--- src/rtl/tam_pkg.sv ---
package tam_pkg;
  typedef enum logic [2:0] {
    ST_IDLE,
    ST_ADR1,
    ST_ADR2,
    ST_DATA,
    ST_SKIP
  } tam_state_e;

  localparam logic [4:0] TEN_HDR = 5'b11110;
endpackage

--- src/rtl/tam_id_bank.sv ---
module tam_id_bank #(
  parameter int NUM_ID = 4,
  parameter int ID_W   = 8,
  localparam int IDX_W = (NUM_ID > 1) ? $clog2(NUM_ID) : 1
) (
  input  logic                         clk_i,
  input  logic                         rst_ni,
  input  logic                         lock_i,
  input  logic                         we_i,
  input  logic [IDX_W-1:0]             sel_i,
  input  logic [ID_W-1:0]              wdata_i,
  output logic [NUM_ID-1:0][ID_W-1:0]  id_o
);
  for (genvar k = 0; k < NUM_ID; k++) begin : g_id
    logic wr_k;
    assign wr_k = we_i && !lock_i && (sel_i == IDX_W'(k));
    always_ff @(posedge clk_i or negedge rst_ni) begin
      if (!rst_ni)   id_o[k] <= '0;
      else if (wr_k) id_o[k] <= wdata_i;
    end
  end
endmodule

--- src/rtl/tam_cmp.sv ---
module tam_cmp
  import tam_pkg::*;
#(
  parameter int NUM_ID = 4
) (
  input  logic [7:0]              byte_i,
  input  logic [NUM_ID-1:0][7:0]  id_i,
  input  logic                    ten_bit_i,
  output logic [NUM_ID-1:0]       hit7_o,
  output logic                    hdr_hit_o,
  output logic                    low_hit_o
);
  // IDs 0/1 form the 10-bit pair in ten-bit mode and drop out of 7-bit matching
  for (genvar k = 0; k < NUM_ID; k++) begin : g_cmp
    logic eq7;
    assign eq7 = (byte_i[7:1] == id_i[k][7:1]);
    if (k < 2) begin : g_pair
      assign hit7_o[k] = eq7 && !ten_bit_i;
    end else begin : g_plain
      assign hit7_o[k] = eq7;
    end
  end

  assign hdr_hit_o = (byte_i[7:3] == TEN_HDR) && (id_i[0][7:3] == TEN_HDR)
                   && (byte_i[2:1] == id_i[0][2:1]);
  assign low_hit_o = (byte_i == id_i[1]);
endmodule

--- src/rtl/tam_prio.sv ---
module tam_prio #(
  parameter int N = 4,
  localparam int IDX_W = (N > 1) ? $clog2(N) : 1
) (
  input  logic [N-1:0]     req_i,
  output logic             any_o,
  output logic [IDX_W-1:0] idx_o
);
  always_comb begin
    idx_o = '0;
    for (int k = N - 1; k >= 0; k--) begin
      if (req_i[k]) idx_o = IDX_W'(k);
    end
  end
  assign any_o = |req_i;
endmodule

--- src/rtl/tgt_addr_match.sv ---
module tgt_addr_match
  import tam_pkg::*;
#(
  parameter int NUM_ID = 4,
  localparam int IDX_W = (NUM_ID > 1) ? $clog2(NUM_ID) : 1
) (
  input  logic             clk_i,
  input  logic             rst_ni,
  input  logic             start_i,
  input  logic             stop_i,
  input  logic             byte_valid_i,
  input  logic [7:0]       byte_i,
  input  logic             ten_bit_i,
  input  logic             id_we_i,
  input  logic [IDX_W-1:0] id_sel_i,
  input  logic [7:0]       id_wdata_i,
  output logic             ack_o,
  output logic             match_o,
  output logic [IDX_W-1:0] match_idx_o,
  output logic             rd_o
);
  tam_state_e              st_q, st_d;
  logic                    active_q;
  logic                    ten_ok_q, ten_ok_d;
  logic                    ack_d, match_d, rd_d;
  logic [IDX_W-1:0]        idx_d;
  logic [NUM_ID-1:0][7:0]  id_q;
  logic [NUM_ID-1:0]       hit7;
  logic                    hdr_hit, low_hit, any7;
  logic [IDX_W-1:0]        idx7;

  assign active_q = (st_q != ST_IDLE);

  tam_id_bank #(.NUM_ID(NUM_ID), .ID_W(8)) u_bank (
    .clk_i   (clk_i),
    .rst_ni  (rst_ni),
    .lock_i  (active_q),
    .we_i    (id_we_i),
    .sel_i   (id_sel_i),
    .wdata_i (id_wdata_i),
    .id_o    (id_q)
  );

  tam_cmp #(.NUM_ID(NUM_ID)) u_cmp (
    .byte_i    (byte_i),
    .id_i      (id_q),
    .ten_bit_i (ten_bit_i),
    .hit7_o    (hit7),
    .hdr_hit_o (hdr_hit),
    .low_hit_o (low_hit)
  );

  tam_prio #(.N(NUM_ID)) u_prio (
    .req_i (hit7),
    .any_o (any7),
    .idx_o (idx7)
  );

  always_comb begin
    st_d     = st_q;
    ten_ok_d = ten_ok_q;
    ack_d    = 1'b0;
    match_d  = 1'b0;
    idx_d    = match_idx_o;
    rd_d     = rd_o;
    if (start_i) begin
      st_d = ST_ADR1;
    end else if (stop_i) begin
      st_d     = ST_IDLE;
      ten_ok_d = 1'b0;
    end else if (byte_valid_i) begin
      unique case (st_q)
        ST_ADR1: begin
          if (ten_bit_i && hdr_hit && !byte_i[0]) begin
            ack_d    = 1'b1;
            ten_ok_d = 1'b0;
            st_d     = ST_ADR2;
          end else if (ten_bit_i && hdr_hit && byte_i[0] && ten_ok_q) begin
            // header-only read after repeated start
            ack_d   = 1'b1;
            match_d = 1'b1;
            idx_d   = '0;
            rd_d    = 1'b1;
            st_d    = ST_DATA;
          end else if (any7) begin
            ack_d    = 1'b1;
            match_d  = 1'b1;
            idx_d    = idx7;
            rd_d     = byte_i[0];
            ten_ok_d = 1'b0;
            st_d     = ST_DATA;
          end else begin
            ten_ok_d = 1'b0;
            st_d     = ST_SKIP;
          end
        end
        ST_ADR2: begin
          if (low_hit) begin
            ack_d    = 1'b1;
            match_d  = 1'b1;
            idx_d    = '0;
            rd_d     = 1'b0;
            ten_ok_d = 1'b1;
            st_d     = ST_DATA;
          end else begin
            st_d = ST_SKIP;
          end
        end
        default: ;
      endcase
    end
  end

  always_ff @(posedge clk_i or negedge rst_ni) begin
    if (!rst_ni) begin
      st_q        <= ST_IDLE;
      ten_ok_q    <= 1'b0;
      ack_o       <= 1'b0;
      match_o     <= 1'b0;
      match_idx_o <= '0;
      rd_o        <= 1'b0;
    end else begin
      st_q        <= st_d;
      ten_ok_q    <= ten_ok_d;
      ack_o       <= ack_d;
      match_o     <= match_d;
      match_idx_o <= idx_d;
      rd_o        <= rd_d;
    end
  end
endmodule

--- config.mk ---
export PLATFORM = sky130hd
export DESIGN_NAME = tgt_addr_match
export DESIGN_NICKNAME = d
export VERILOG_FILES = /design/src/rtl/tam_pkg.sv /design/src/rtl/tam_id_bank.sv /design/src/rtl/tam_cmp.sv /design/src/rtl/tam_prio.sv /design/src/rtl/tgt_addr_match.sv
export SDC_FILE = /design/constraint.sdc
export NUM_CORES = 1
export LEC_CHECK = 0
export ABC_AREA = 1
export BUFFER_PORTS_ARGS = -buffer_cell sky130_fd_sc_hd__buf_2
export CORE_MARGIN = 3
export CORE_UTILIZATION = 45
export DETAILED_ROUTE_END_ITERATION = 16
export PLACE_DENSITY_LB_ADDON = 0.25
export SKIP_LAST_GASP = 1
export SYNTH_ARGS = -nofsm -noshare
export SYNTH_HDL_FRONTEND = slang
export SYNTH_SLANG_ARGS = --single-unit
--- constraint.sdc ---
create_clock -name clk_i -period 2.71 [get_ports clk_i]
set_input_delay 0.271 -clock clk_i [delete_from_list [all_inputs] [get_ports clk_i]]
set_output_delay 0.271 -clock clk_i [all_outputs]
set_load 0.02 [all_outputs]
==> results_dict.tcl, run 1 <==
set metrics [dict create \
    max_stage_delay_ns 0.45 \
    topRoutingLayerUsed "met4" \
    syn_inst 329 \
    ios 30 \
    ir_drop_v 0.000336 \
    drtIter0Drc 94 \
    h-tree-depth 2 \
    grt_usage 0.175 \
    p_comb_frac 0.265 \
    crit_path_max_fanout 15 \
    relSlewSlack 0.436 \
    multiInputGateArea_sq_um 1130 \
    critical_path_class "reg2reg" \
    wl_met3_um 211 \
    async_flop_share 1.00 \
    grt_max_degree 39 \
    endpoint_kind "register" \
    clock_sinks 38 \
    area_growth_pct 12.3 \
    arrival_ns 1.94 \
    synth_nets 354 \
    clock.fmax_mhz 564 \
    cts_buffer_depth 2 \
    worstPathCellList "nor4_4 -> nand3_2 -> mux2_1" \
    detailedPlacementHpwl_um 3720 \
    hold_violations 0 \
    cts_buffers 5 \
    slowest_stage "dfrtp_1" \
    grt_setup_unrepaired "false" \
    setup.worst_path.start "st_q[0]$_DFFE_PN0P_" \
    cts_tree "built" \
    swShare 0.335 \
    fin_crit_ns 1.77 \
    drv_cap 0 \
    seqCellArea_sq_um 951 \
    ys.warnings.count 0 \
    core_area_sq_um 4850 \
    gp_congestion 0.860 \
    grt_pass1_wl_um 8400 \
    synthTopCellsByCount "120 x nand2_1, 46 x inv_1, 38 x dfrtp_1" \
    rr_startpoint "st_q[0]$_DFFE_PN0P_" \
    synth-edff-count 0 \
    post-cts-setup-buffers 0 \
    viasPerCell 4.62 \
    path_buf_inv 0 \
    synthesis.area_sq_um 2310 \
    synth.most_common_cell "nand2_1" \
    antennaDiodeCount 0 \
    postCtsHoldBufs 0 \
    worstPathRequired_ns 2.88 \
    first_pass_iters 4 \
    timing.final.crit_share 0.654 \
    seq_power_share 0.488 \
    p_int_uw 1070 \
    grt_pass1_vias 1791 \
    start_util 0.476 \
    ys_types 27 \
    switchingPower_uw 539 \
    fin_skew_ns 0.00757 \
    worst_hold_slack_ns 0.0811 \
    total_leakage_power_uw 0.00141 \
    ctsResizeCount 0 \
    synth_area_leaders "dfrtp_1 41%, nand2_1 20%, inv_1 7.5%" \
    num_rows 25 \
    remaining_drc_errors 0 \
    antenna_violating_nets_post_route 0 \
    die_w_um 77.6 \
    die_h_um 77.6 \
    clockRootBuffer "clkbuf_8" \
    wirelength_met1_um 2420 \
    tightest_slew_ns 0.846 \
    clk_pin_slew_ns 0.07 \
    synth_top_area_frac 0.412 \
    finalMaxSlewViolations 0 \
    fill_cells 488 \
    setup_tns_ns 0 \
    numPortBuffers 29 \
    gr-total-overflow 0 \
    syn_avg_cell_area_sq_um 7.01 \
    die-area_sq_um 6020 \
    hp-class "in2async" \
    wl_per_cell_um 11.3 \
    status "finished, final reports clean" \
    nets 383 \
    setup_viol 0 \
    ys_seq_elements 38 \
    synth_top_cell_by_area "dfrtp_1" \
    clk_latency_ns 0.28 \
    num_vias 1968 \
    drive_above_1_share 0.187 \
    path_delay_family "simple AND/OR/NAND/NOR gates" \
    startpoint_type "register" \
    wl_met2_um 2160 \
    grt_antenna_before_repair 0 \
    yosysSeqAreaShare 0.412 \
    ys.flop_type "dfrtp_1" \
    totalWireLength_um 4830 \
    clkPwrFrac 0.246 \
    p_per_area_nw_per_um2 621 \
]
[worst reg2reg max path, cell delays in order (launching register included)]
cell	delay [ns]
dfrtp_1	0.45
nor4_4	0.45
nand3_2	0.35
mux2_1	0.41
[metal layers]
metal,vias up,track usage
met1,858,0.248
met3,2,0.0336
li1,1068,-
met4,0,0.0480
met5,-,0
met2,40,0.274
[placed cells by master (no fill, tap or decap), drive strengths merged]
cell and n:
buf 29, nor3 4, inv 51, xnor2 6
nor3b 1, dfrtp 38, or2 1, clkbuf 7
mux2 1, o21a 2, nand3 15, o21ai 30
nand4 4, nand3b 1, o21bai 1, nor2 37
nor4 1, clkinv 1, a21oi 1, nand2 128
[layout make-up]
cell class,instances,share of cell area
clock buffers,7,0.0333
repair buffers,29,0.0560
inverters,51,0.0739
flip-flops and latches,38,0.367
well taps,67,0.0324
multi-input cells,233,0.435
clock inverters,1,0.00193
[through the flow]
step / setup slack, ns / std cells / cell area [sq um] / util / power, uW
detailed placement: 0.928 / 418 / 2500 / 0.515 / 1230
global placement: 1.03 / 418 / 2500 / 0.515 / 1210
finish: 0.938 / 426 / 2590 / 0.534 / 1610
global route: 0.808 / 426 / 2590 / 0.534 / 1730
floorplan: 1.28 / 329 / 2310 / - / 1110
CTS: 0.929 / 426 / 2590 / 0.534 / 1620
[sequential cells by signal (all words and copies together) (netlist names)]
name and flops:
u_bank.id_o 29, st_q 3, match_idx_o 2, ack_o 1, match_o 1, rd_o 1
ten_ok_q 1
[worst paths after layout]
path / to / slack, ns / cells past startpoint
max in group asynchronous: u_bank.id_o[11]$_DFFE_PN0P_ / 2.08 / 1
hold reg to reg: rd_o$_DFFE_PN0P_ / 0.47 / 2
hold / removal: u_bank.id_o[25]$_DFFE_PN0P_ / 0.08 / 1
min in group clk_i: u_bank.id_o[8]$_DFFE_PN0P_ / 0.21 / 2
setup reg to reg: u_bank.id_o[8]$_DFFE_PN0P_ / 0.94 / 3
setup / recovery: u_bank.id_o[8]$_DFFE_PN0P_ / 0.94 / 3
[logic make-up after synthesis]
family | count (synthesis) | synth area share
muxes | 1 | 0.00488
xor gates and xnor gates | 6 | 0.0228
buffers and inverters | 58 | 0.0992
DFF | 38 | 0.412
and+or+nand+nor | 192 | 0.382
AOI/OAI and AO/OA | 34 | 0.0786
[power by group through the flow]
| stage | Sequential [uW] | Combinational, uW | Clock, uW |
|---|---|---|---|
| floorplan | 784 | 328 | 0 |
| global placement | 793 | 422 | 0 |
| detailed placement | 796 | 432 | 0 |
| CTS | 786 | 433 | 403 |
| global route | 802 | 505 | 426 |
| finish | 786 | 427 | 396 |
Note: power is estimated with default switching activity, not from simulation.
==> run 2, diff against run 1 <==
- clock period: 2.71 -> 1.7 ns (I/O delays scaled with it)
==> run 2 against run 1 <==
Highest routed layer unchanged. Die area unchanged. Global-route usage down 0.094 points. Sequential share of layout area down 0.49 points. Largest cell class unchanged. Final cell count up 0.94%. Sequential power up 60%. Critical path depth up 1.
==> results_dict.tcl, run 2 (synthesized netlist as in run 1, its figures left out) <==
set metrics [dict create \
    status "finished, final reports clean" \
    start_util 0.476 \
    fin_crit_ns 1.60 \
    grt_pass1_wl_um 8600 \
    tightest_slew_ns 0.488 \
    final_common_cell "nand2_1" \
    clk_latency_ns 0.28 \
    h-tree-depth 2 \
    cts_tree "built" \
    clock.fmax_mhz 626 \
    hp-class "in2reg" \
    total_leakage_power_uw 0.00143 \
    first_pass_iters 4 \
    post-cts-setup-buffers 0 \
    gr-total-overflow 0 \
    viasPerCell 4.71 \
    grt_antenna_before_repair 0 \
    final_core_util 0.541 \
    largest_register "u_bank.id_o" \
    clockRootBuffer "clkbuf_8" \
    cts_buffers 5 \
    grt_usage 0.174 \
    path_buf_inv 0 \
    power_uw 2530 \
    fin_skew_ns 0.00606 \
    grt_setup_unrepaired "false" \
    clk_pin_slew_ns 0.07 \
    fin_area_sq_um 2630 \
    core_area_sq_um 4850 \
    num_rows 25 \
    grt_pass1_vias 1938 \
    die_h_um 77.6 \
    critical_path_class "reg2reg" \
    fill_cells 476 \
    seqCellArea_sq_um 951 \
    drtIter0Drc 108 \
    antenna_violating_nets_post_route 0 \
    path_delay_family "simple AND/OR/NAND/NOR gates" \
    worstPathCellList "nor4_4 -> nand3_2 -> nand2_1 -> o21ai_1" \
    p_per_area_nw_per_um2 963 \
    worstPathRequired_ns 1.86 \
    die_w_um 77.6 \
    area_growth_pct 13.8 \
    slowest_stage "nor4_4" \
    crit_path_max_fanout 14 \
    setup_viol 0 \
    drive_above_1_share 0.198 \
    most-common-layout-cells "120 x nand2_1, 46 x inv_1, 38 x dfrtp_1" \
    gp_congestion 0.848 \
    max_stage_delay_ns 0.45 \
    remaining_drc_errors 0 \
    cts_buffer_depth 2 \
    startpoint_type "register" \
    multiInputGateArea_sq_um 1130 \
    endpoint_kind "register" \
    largest_reg_flops 29 \
    totalWireLength_um 4960 \
    drv_cap 0 \
    detailedPlacementHpwl_um 3830 \
    num_vias 2026 \
    die-area_sq_um 6020 \
    postPlaceCellArea_sq_um 2530 \
    hold_violations 0 \
    arrival_ns 1.76 \
    relSlewSlack 0.674 \
    antennaDiodeCount 0 \
    timing.final.crit_share 0.940 \
    clock_sinks 38 \
    ios 30 \
    ir_drop_v 0.000779 \
    numPortBuffers 29 \
    grt_max_degree 39 \
    setup_tns_ns 0 \
    nets 388 \
    wl_per_cell_um 11.5 \
    top_regs "u_bank.id_o (29), st_q (3), match_idx_o (2)" \
    finalMaxSlewViolations 0 \
]
## run 2: cell types whose count changed in the layout (fill, tap and decap cells not counted), sizes merged
cell,delta
clkbuf,-2
dlygate4sd3,+1
buf,+4
clkinv,+1
## run 2: worst paths after layout
check                                         start                     endpoint  slack (ns)  cells past startpoint
min in group asynchronous                    rst_ni  u_bank.id_o[25]$_DFFE_PN0P_        0.47                      3
worst min register to register     rd_o$_DFFE_PN0P_             rd_o$_DFFE_PN0P_        0.47                      2
max in group asynchronous                    rst_ni          st_q[0]$_DFFE_PN0P_        0.89                      3
worst max-delay path            st_q[0]$_DFFE_PN0P_  u_bank.id_o[29]$_DFFE_PN0P_        0.10                      4
worst min-delay path                  id_wdata_i[0]   u_bank.id_o[8]$_DFFE_PN0P_        0.11                      2
worst max register to register  st_q[0]$_DFFE_PN0P_  u_bank.id_o[29]$_DFFE_PN0P_        0.10                      4
## run 2: per-layer routing
layer  vias to the layer above  GRT usage  wire [um]
li1                       1071          -          -
met1                       905      0.231       2430
met2                        43      0.285       2210
met3                         7     0.0418        262
met4                         0     0.0463         60
met5                         -          0          0
## run 2: final cells by class
| cell class | instances | area share |
|---|---|---|
| clock inverter | 2 | 0.00381 |
| multi-input combinational | 233 | 0.432 |
| tap | 67 | 0.0319 |
| inverter | 51 | 0.0729 |
| clock buffer | 5 | 0.0262 |
| timing repair buffer | 34 | 0.0705 |
| sequential | 38 | 0.362 |
## run 2: timing repair
item / in CTS / in global routing
resized for setup: 0 / 1
endpoints found under the hold margin: 38 / 0
endpoints found under the setup margin: 0 / 1
hold buffers: 1 / 0
## run 2: power breakdown
| group | switching (uW) | leakage (uW) | internal (uW) | total, uW |
|---|---|---|---|---|
| Sequential | 160 | 0.000486 | 1100 | 1260 |
| Combinational | 408 | 0.000904 | 290 | 698 |
| Clock | 299 | 0.0000438 | 275 | 574 |
## run 2: metrics by stage
step / hold slack, ns / setup WS [ns] / instances
3_3_place_gp: 0.258 / 0.147 / 422
3_5_place_dp: 0.259 / 0.100 / 422
5_1_grt: 0.102 / 0.00571 / 430
4_1_cts: 0.103 / 0.0893 / 430
6_report: 0.105 / 0.102 / 430
2_1_floorplan: -0.126 / 0.265 / 329
